### src/rtl/piso_pkg.sv
package piso_pkg;

    // Synchronous action taken by every stage at a rising clock edge
    typedef enum logic [1:0] {
        OP_HOLD  = 2'd0,
        OP_LOAD  = 2'd1,
        OP_SHIFT = 2'd2
    } piso_op_e;

endpackage

### src/rtl/piso_op_decode.sv
module piso_op_decode
    import piso_pkg::*;
(
    input  logic     clk_en_n,
    input  logic     load_n,
    output piso_op_e op
);

    // The clock enable is checked first; load select only matters when enabled
    always_comb begin
        unique case ({clk_en_n, load_n})
            2'b00:   op = OP_LOAD;
            2'b01:   op = OP_SHIFT;
            default: op = OP_HOLD;
        endcase
    end

endmodule

### src/rtl/piso_device.sv
module piso_device
    import piso_pkg::*;
#(
    parameter int unsigned WIDTH = 8
) (
    input  logic             clk,
    input  logic             rst_n,
    input  piso_op_e         op,
    input  logic             ser_in,
    input  logic [WIDTH-1:0] par_in,
    output logic             ser_out
);

    logic [WIDTH-1:0] stages_q;
    logic [WIDTH-1:0] stages_d;

    always_comb begin
        unique case (op)
            OP_LOAD:  stages_d = par_in;
            OP_SHIFT: stages_d = {stages_q[WIDTH-2:0], ser_in};
            default:  stages_d = stages_q;
        endcase
    end

    always_ff @(posedge clk or negedge rst_n) begin
        if (!rst_n) begin
            stages_q <= '0;
        end else begin
            stages_q <= stages_d;
        end
    end

    assign ser_out = stages_q[WIDTH-1];

endmodule

### src/rtl/piso_cascade.sv
module piso_cascade
    import piso_pkg::*;
#(
    parameter int unsigned N_DEV = 1,
    parameter int unsigned DEV_W = 8
) (
    input  logic                   clk,
    input  logic                   rst_n,
    input  logic                   clk_en_n,
    input  logic                   load_n,
    input  logic                   ser_in,
    input  logic [N_DEV*DEV_W-1:0] par_in,
    output logic                   ser_out
);

    localparam int unsigned TOTAL_W = N_DEV * DEV_W;

    piso_op_e         op;
    logic [N_DEV:0]   link;

    piso_op_decode u_decode (
        .clk_en_n (clk_en_n),
        .load_n   (load_n),
        .op       (op)
    );

    assign link[0] = ser_in;

    for (genvar g = 0; g < N_DEV; g++) begin : g_dev
        piso_device #(.WIDTH(DEV_W)) u_dev (
            .clk     (clk),
            .rst_n   (rst_n),
            .op      (op),
            .ser_in  (link[g]),
            .par_in  (par_in[g*DEV_W +: DEV_W]),
            .ser_out (link[g+1])
        );
    end

    assign ser_out = link[N_DEV];

endmodule

### config.mk
export PLATFORM = sky130hd
export DESIGN_NAME = piso_cascade
export DESIGN_NICKNAME = d
export VERILOG_FILES = /design/src/rtl/piso_pkg.sv /design/src/rtl/piso_op_decode.sv /design/src/rtl/piso_device.sv /design/src/rtl/piso_cascade.sv
export SDC_FILE = /design/constraint.sdc
export NUM_CORES = 1
export LEC_CHECK = 0
export ABC_AREA = 1
export CAP_MARGIN = 20
export CORE_AREA = 2 2 39 41
export CTS_CLUSTER_SIZE = 30
export DETAILED_ROUTE_END_ITERATION = 7
export DIE_AREA = 0 0 41 43
export PLACE_DENSITY_LB_ADDON = 0.1
export SLEW_MARGIN = 20
export SYNTH_ARGS = -nofsm -noshare
export SYNTH_HDL_FRONTEND = slang
export SYNTH_HIERARCHICAL = 1
export SYNTH_SLANG_ARGS = --single-unit
### constraint.sdc
create_clock -name clk -period 1.1 [get_ports clk]
set_clock_uncertainty 0.1 [all_clocks]
set_input_delay 0.275 -clock clk [delete_from_list [all_inputs] [get_ports clk]]
set_output_delay 0.275 -clock clk [all_outputs]
set_load 0.01 [all_outputs]
==> metrics, run 1 <==
outcome finished with violations; failing checks setup timing; die area 1763 sq um; Nets 107; unrepaired setup endpoints after global routing true; busiest grt layer met1; hpwl dp 748.2 microns; synthesized instance count 73; port buffer count 13; clk sink count 8; Rows 14; crit path DAT 0.77 ns; vias in the first global route 463; Post-CTS Setup Bufs 0; area grow syn2layout 57.71%; crit share post-route 103.7%; number of synthesized flops with an enable pin 0; Die W 41 microns; Top FF cell, synth dfrtp_1; worst stage delay on the critical path 0.37 ns; initial antenna violation count 0; Core ar. 1384 sq um; WS Path Type register to output port; Fmax achieved 876.3 MHz; Bufs and invs on worst path 1; yosys warns 6; largest cells by area after synthesis dfrtp_1, nand2_1, inv_1; Routed Antenna Nets 0; met1 Track Usage GR 22.04%; IO Pins 14; H-tree depth 1; Worst path depth 1; drc violations 0; DRT Pass-1 Iters 3; Top Family by Delay on Critical Path flip-flops; ant diodes 0; final setup margin -0.04122 ns; power density over the cells 1187 nW/um^2; global-route wire length before repair 1.883 mm; met3 track demand over resource 4.712%; Syn Area/Cell 6.445 sq um; Clock Path Buffers 2; post-synthesis sequential area ratio 42.55%; Slew @ Worst Pin 0.1493 ns; Routed WL per cell 9.533 microns; GRT Total Usage 16.48%; Root Buffer clkbuf_4; Synth top area share 42.55%; worst ir drop on vdd 0.0007224 V; Yosys reg bits 8; synth unique cells 10; Critical Path RT 0.72 ns; Synth top cells by count nand2_1, inv_1, dfrtp_1, nand3_1, inv_2; Largest register FFs 8; Top reg by flops g_dev.u_dev/stages_q; number of max-cap violations 0; Fin Setup TNS -0.04122 ns; Overall Power 880.9 uW; Worst setup EP type output port; FF-to-FF path depth 4; Largest regs g_dev.u_dev/stages_q x8; chip height 43 microns; Worst Hold Class primary input to async pin; leakage 0.0004133 uW; GP Congestion 0.6858; Clock Latency Late Sink 0.26 ns; largest net degree at the start of global routing 10; vias 453; Final Setup Violations 1; post-synthesis async set-or-reset flop share 100.0%; DRT iter0 DRCs 3; post-synth top area cell dfrtp_1; crit path max fanout 2; Relative slew margins 90.05%; Reg clk slew, reported paths 0.06 ns; min cycle time layout 1.141 ns; Netlist Area Pre-Place 470.5 sq um; TritonCTS Buffers 3; CTS tree yes; CP max-delay cell dfrtp_1; total gr overflow 0; Post-Route WL 1.020 mm; cells along the critical path buf_2; average vias per placed instance 4.234; Slew Viols, Final 0; initial core utilization 34.00%; Post-Syn Nets 87; grt met2 use 21.56%; share of layout cells above drive strength 1 27.47%; Worst Setup Start Kind register; most numerous cell in the Yosys netlist nand2_1; Hold Violations, Final 0; Filler cells 144
[worst reg2reg max path: stages, from the launching register on]
cell and delay, ns:
dfrtp_1 0.38, inv_1 0.05, nand2_1 0.06, nand3_2 0.07, nand2_1 0.05
[power by group]
part	internal, uW	switching [uW]	leakage, uW	total (uW)
registers	352	28.0	0.0000977	380
clock network	126	112	0.0000138	238
logic	129	134	0.000302	263
[worst paths after layout]
kind	to	slack, ns	from
max in group asynchronous	g_dev[0].u_dev/stages_q[1]$_DFFE_PN0P_	0.57	rst_n
min reg2reg	g_dev[0].u_dev/stages_q[4]$_DFFE_PN0P_	0.37	g_dev[0].u_dev/stages_q[4]$_DFFE_PN0P_
max	ser_out	-0.04	g_dev[0].u_dev/stages_q[7]$_DFFE_PN0P_
min in group clk	g_dev[0].u_dev/stages_q[4]$_DFFE_PN0P_	0.37	g_dev[0].u_dev/stages_q[4]$_DFFE_PN0P_
max reg2reg	g_dev[0].u_dev/stages_q[2]$_DFFE_PN0P_	0.29	g_dev[0].u_dev/stages_q[1]$_DFFE_PN0P_
min	g_dev[0].u_dev/stages_q[6]$_DFFE_PN0P_	0.23	rst_n
[stage by stage]
step / setup WS [ns] / hold slack [ns] / std cells / utilization, % / instance area (sq um)
2_1_floorplan: -0.03882 / -0.1206 / 73 / - / 538.0
3_3_place_gp: -0.7435 / 0.3574 / 104 / 51.18 / 708.2
3_5_place_dp: -0.7635 / 0.3620 / 104 / 51.18 / 708.2
4_1_cts: -0.06171 / 0.2252 / 107 / 53.98 / 747.0
5_1_grt: -0.07045 / 0.2439 / 107 / 53.62 / 742.0
6_report: -0.04122 / 0.2348 / 107 / 53.62 / 742.0
[logic make-up after synthesis]
| logic type | Yosys count | synth area share [%] |
|---|---|---|
| adder cells (fa/ha/maj) | 1 | 2.659 |
| buffers and inverters | 22 | 18.62 |
| flip-flops | 8 | 42.55 |
| AND/OR/NAND/NOR | 42 | 36.17 |
[layout by cell type (no fill, tap or decap)]
master	Yosys	routed
clkbuf_4	0	3
nor2_4	0	2
clkdlybuf4s50_1	0	10
inv_2	2	2
buf_2	1	3
nand2_1	32	32
buf_4	1	2
dfrtp_1	8	8
inv_1	18	16
buf_6	0	1
buf_12	0	1
nand3_2	0	8
ha_4	0	1
inv_8	0	2
[area by class of cell]
type / count / area [sq um] / share of cell area [%]
multi-input combinational: 43 / 247.7 / 33.39
clock buffer: 3 / 22.52 / 3.035
inverter: 20 / 90.09 / 12.14
sequential: 8 / 200.2 / 26.98
tap: 16 / 20.02 / 2.698
timing repair buffer: 17 / 161.4 / 21.75
[repair_timing]
action / 4_1_cts / 5_1_grt
gates resized for setup: 15 / 5
pin swaps: 1 / 1
hold buffers: 0 / 0
endpoints found under the setup margin: 9 / 9
[layer usage]
metal  routed length (microns)  vias to the layer above
met5                         0                        -
met4                        14                        0
met3                        40                        2
met2                       452                        8
met1                       512                      195
li1                          -                      248
No activity file was read; power rests on OpenSTA's default activity.
==> run 2: changes to the inputs <==
--- a/config.mk
+++ b/config.mk
@@ -12,6 +12,7 @@
 export DETAILED_ROUTE_END_ITERATION = 7
 export DIE_AREA = 0 0 41 43
 export PLACE_DENSITY_LB_ADDON = 0.1
+export RECOVER_POWER = 100
 export SLEW_MARGIN = 20
 export SYNTH_ARGS = -nofsm -noshare
 export SYNTH_HDL_FRONTEND = slang
==> run 2 against run 1 <==
Largest power group unchanged. Power down 1.3%. Combinational power decreased by 4%. Core utilization is 1.5 points lower. Final area down 2.9%. The flow still finishes with violations (setup timing). Worst setup slack gained 0.0010 ns. Cell count stayed put.
==> metrics, run 2 (synthesis gave the netlist of run 1 again) <==
GRT Total Usage 16.48%; WS Path Type register to output port; met3 track demand over resource 4.712%; drc violations 0; worst ir drop on vdd 0.0007130 V; Worst Setup Start Kind register; Bufs and invs on worst path 1; Clock Path Buffers 2; die area 1763 sq um; sw power 270.9 uW; Routed WL per cell 9.664 microns; min cycle time layout 1.140 ns; Filler cells 148; initial core utilization 34.00%; Largest regs g_dev.u_dev/stages_q x8; Seq. cell area 200.2 sq um; post-route cell area 720.7 sq um; power density over the cells 1207 nW/um^2; outcome finished with violations; Final Setup Violations 1; H-tree depth 1; unrepaired setup endpoints after global routing true; Slew @ Worst Pin 0.5128 ns; initial antenna violation count 0; Clock Latency Late Sink 0.26 ns; Reg clk slew, reported paths 0.06 ns; global-route wire length before repair 1.883 mm; DRT iter0 DRCs 5; average vias per placed instance 4.215; crit share post-route 103.7%; Slew Viols, Final 0; Nets 107; vias in the first global route 463; commonest non-fill, non-tap cell in the layout nand2_1; grt met2 use 21.56%; crit path DAT 0.77 ns; most frequent cells in the layout nand2_1, inv_1, clkdlybuf4s50_1, nand3_2, dfrtp_1; Top Family by Delay on Critical Path flip-flops; hpwl dp 748.2 microns; Fin Setup TNS -0.04018 ns; placed cell areas 708.2 sq um; Overall Power 869.9 uW; vias 451; crit path max fanout 2; Root Buffer clkbuf_4; met1 Track Usage GR 22.04%; Hold Violations, Final 0; Fmax achieved 877.1 MHz; Post-Route WL 1.034 mm; power share of the sequential group 43.7%; Relative slew margins 65.81%; final setup margin -0.04018 ns; CP max-delay cell dfrtp_1; number of max-cap violations 0; Switching Share 31.14%; Top reg by flops g_dev.u_dev/stages_q; Rows 14; Die W 41 microns; worst stage delay on the critical path 0.37 ns; share of layout cells above drive strength 1 26.37%; Worst Hold Class register to register; GP Congestion 0.6858; total gr overflow 0; area grow syn2layout 53.19%; cells along the critical path buf_2; leakage 0.0004035 uW; chip height 43 microns; ant diodes 0; CTS tree yes; Multi-input gate area 247.7 sq um; Worst setup EP type output port; TritonCTS Buffers 3; largest net degree at the start of global routing 10; DRT Pass-1 Iters 4; Clk network pwr share 27.2%; Core ar. 1384 sq um; port buffer count 13; IO Pins 14; failing checks setup timing; Int Pwr 599.0 uW; Critical Path RT 0.72 ns; combinational power share 29.1%; Largest register FFs 8; busiest grt layer met1; hold-fix buffers at CTS 0; Routed Antenna Nets 0; clk sink count 8
## run 2: layout make-up
class | instances | area share [%]
Clock buffer | 3 | 3.125
Tap cell | 16 | 2.778
Multi-Input combinational cell | 43 | 34.38
Timing Repair Buffer | 17 | 20.14
Sequential cell | 8 | 27.78
Inverter | 20 | 11.81
## run 2: worst paths after layout
| check | to | from | depth (start not counted) | slack (ns) |
|---|---|---|---|---|
| setup / recovery | ser_out | g_dev[0].u_dev/stages_q[7]$_DFFE_PN0P_ | 1 | -0.04 |
| hold / removal | g_dev[0].u_dev/stages_q[4]$_DFFE_PN0P_ | g_dev[0].u_dev/stages_q[4]$_DFFE_PN0P_ | 2 | 0.37 |
| setup reg to reg | g_dev[0].u_dev/stages_q[2]$_DFFE_PN0P_ | g_dev[0].u_dev/stages_q[1]$_DFFE_PN0P_ | 4 | 0.29 |
| hold reg to reg | g_dev[0].u_dev/stages_q[4]$_DFFE_PN0P_ | g_dev[0].u_dev/stages_q[4]$_DFFE_PN0P_ | 2 | 0.37 |
| max in group asynchronous | g_dev[0].u_dev/stages_q[3]$_DFFE_PN0P_ | rst_n | 2 | 0.16 |
| min in group asynchronous | g_dev[0].u_dev/stages_q[5]$_DFFE_PN0P_ | rst_n | 2 | 0.40 |
## run 2: power groups by stage
stage                     Combinational, uW  Clock, uW  Sequential, uW
after floorplan                         152          0             384
after global placement                  255          0             388
after detailed placement                259          0             387
after CTS                               264        252             381
after global routing                    289        259             389
final                                   253        236             380
## run 2: what timing repair did
item,CTS,global route
setup endpoints to repair,9,9
pin swaps,1,1
gates resized for setup,15,5
buffers inserted,0,0
## run 2: per-stage QoR
stage	setup slack, ns	utilization (%)	cells	hold slack [ns]
after floorplan	-0.03882	-	73	-0.1206
after global placement	-0.7435	51.18	104	0.3574
after detailed placement	-0.7635	51.18	104	0.3620
after CTS	-0.06171	53.98	107	0.2252
after global routing	-0.07045	52.08	107	0.4048
final	-0.04018	52.08	107	0.3703
## run 2: routing by layer
| layer | wire length [microns] | share of wire (%) |
|---|---|---|
| met5 | 0 | 0 |
| met3 | 40 | 3.9 |
| met2 | 456 | 44 |
| met4 | 14 | 1.4 |
| met1 | 522 | 50 |
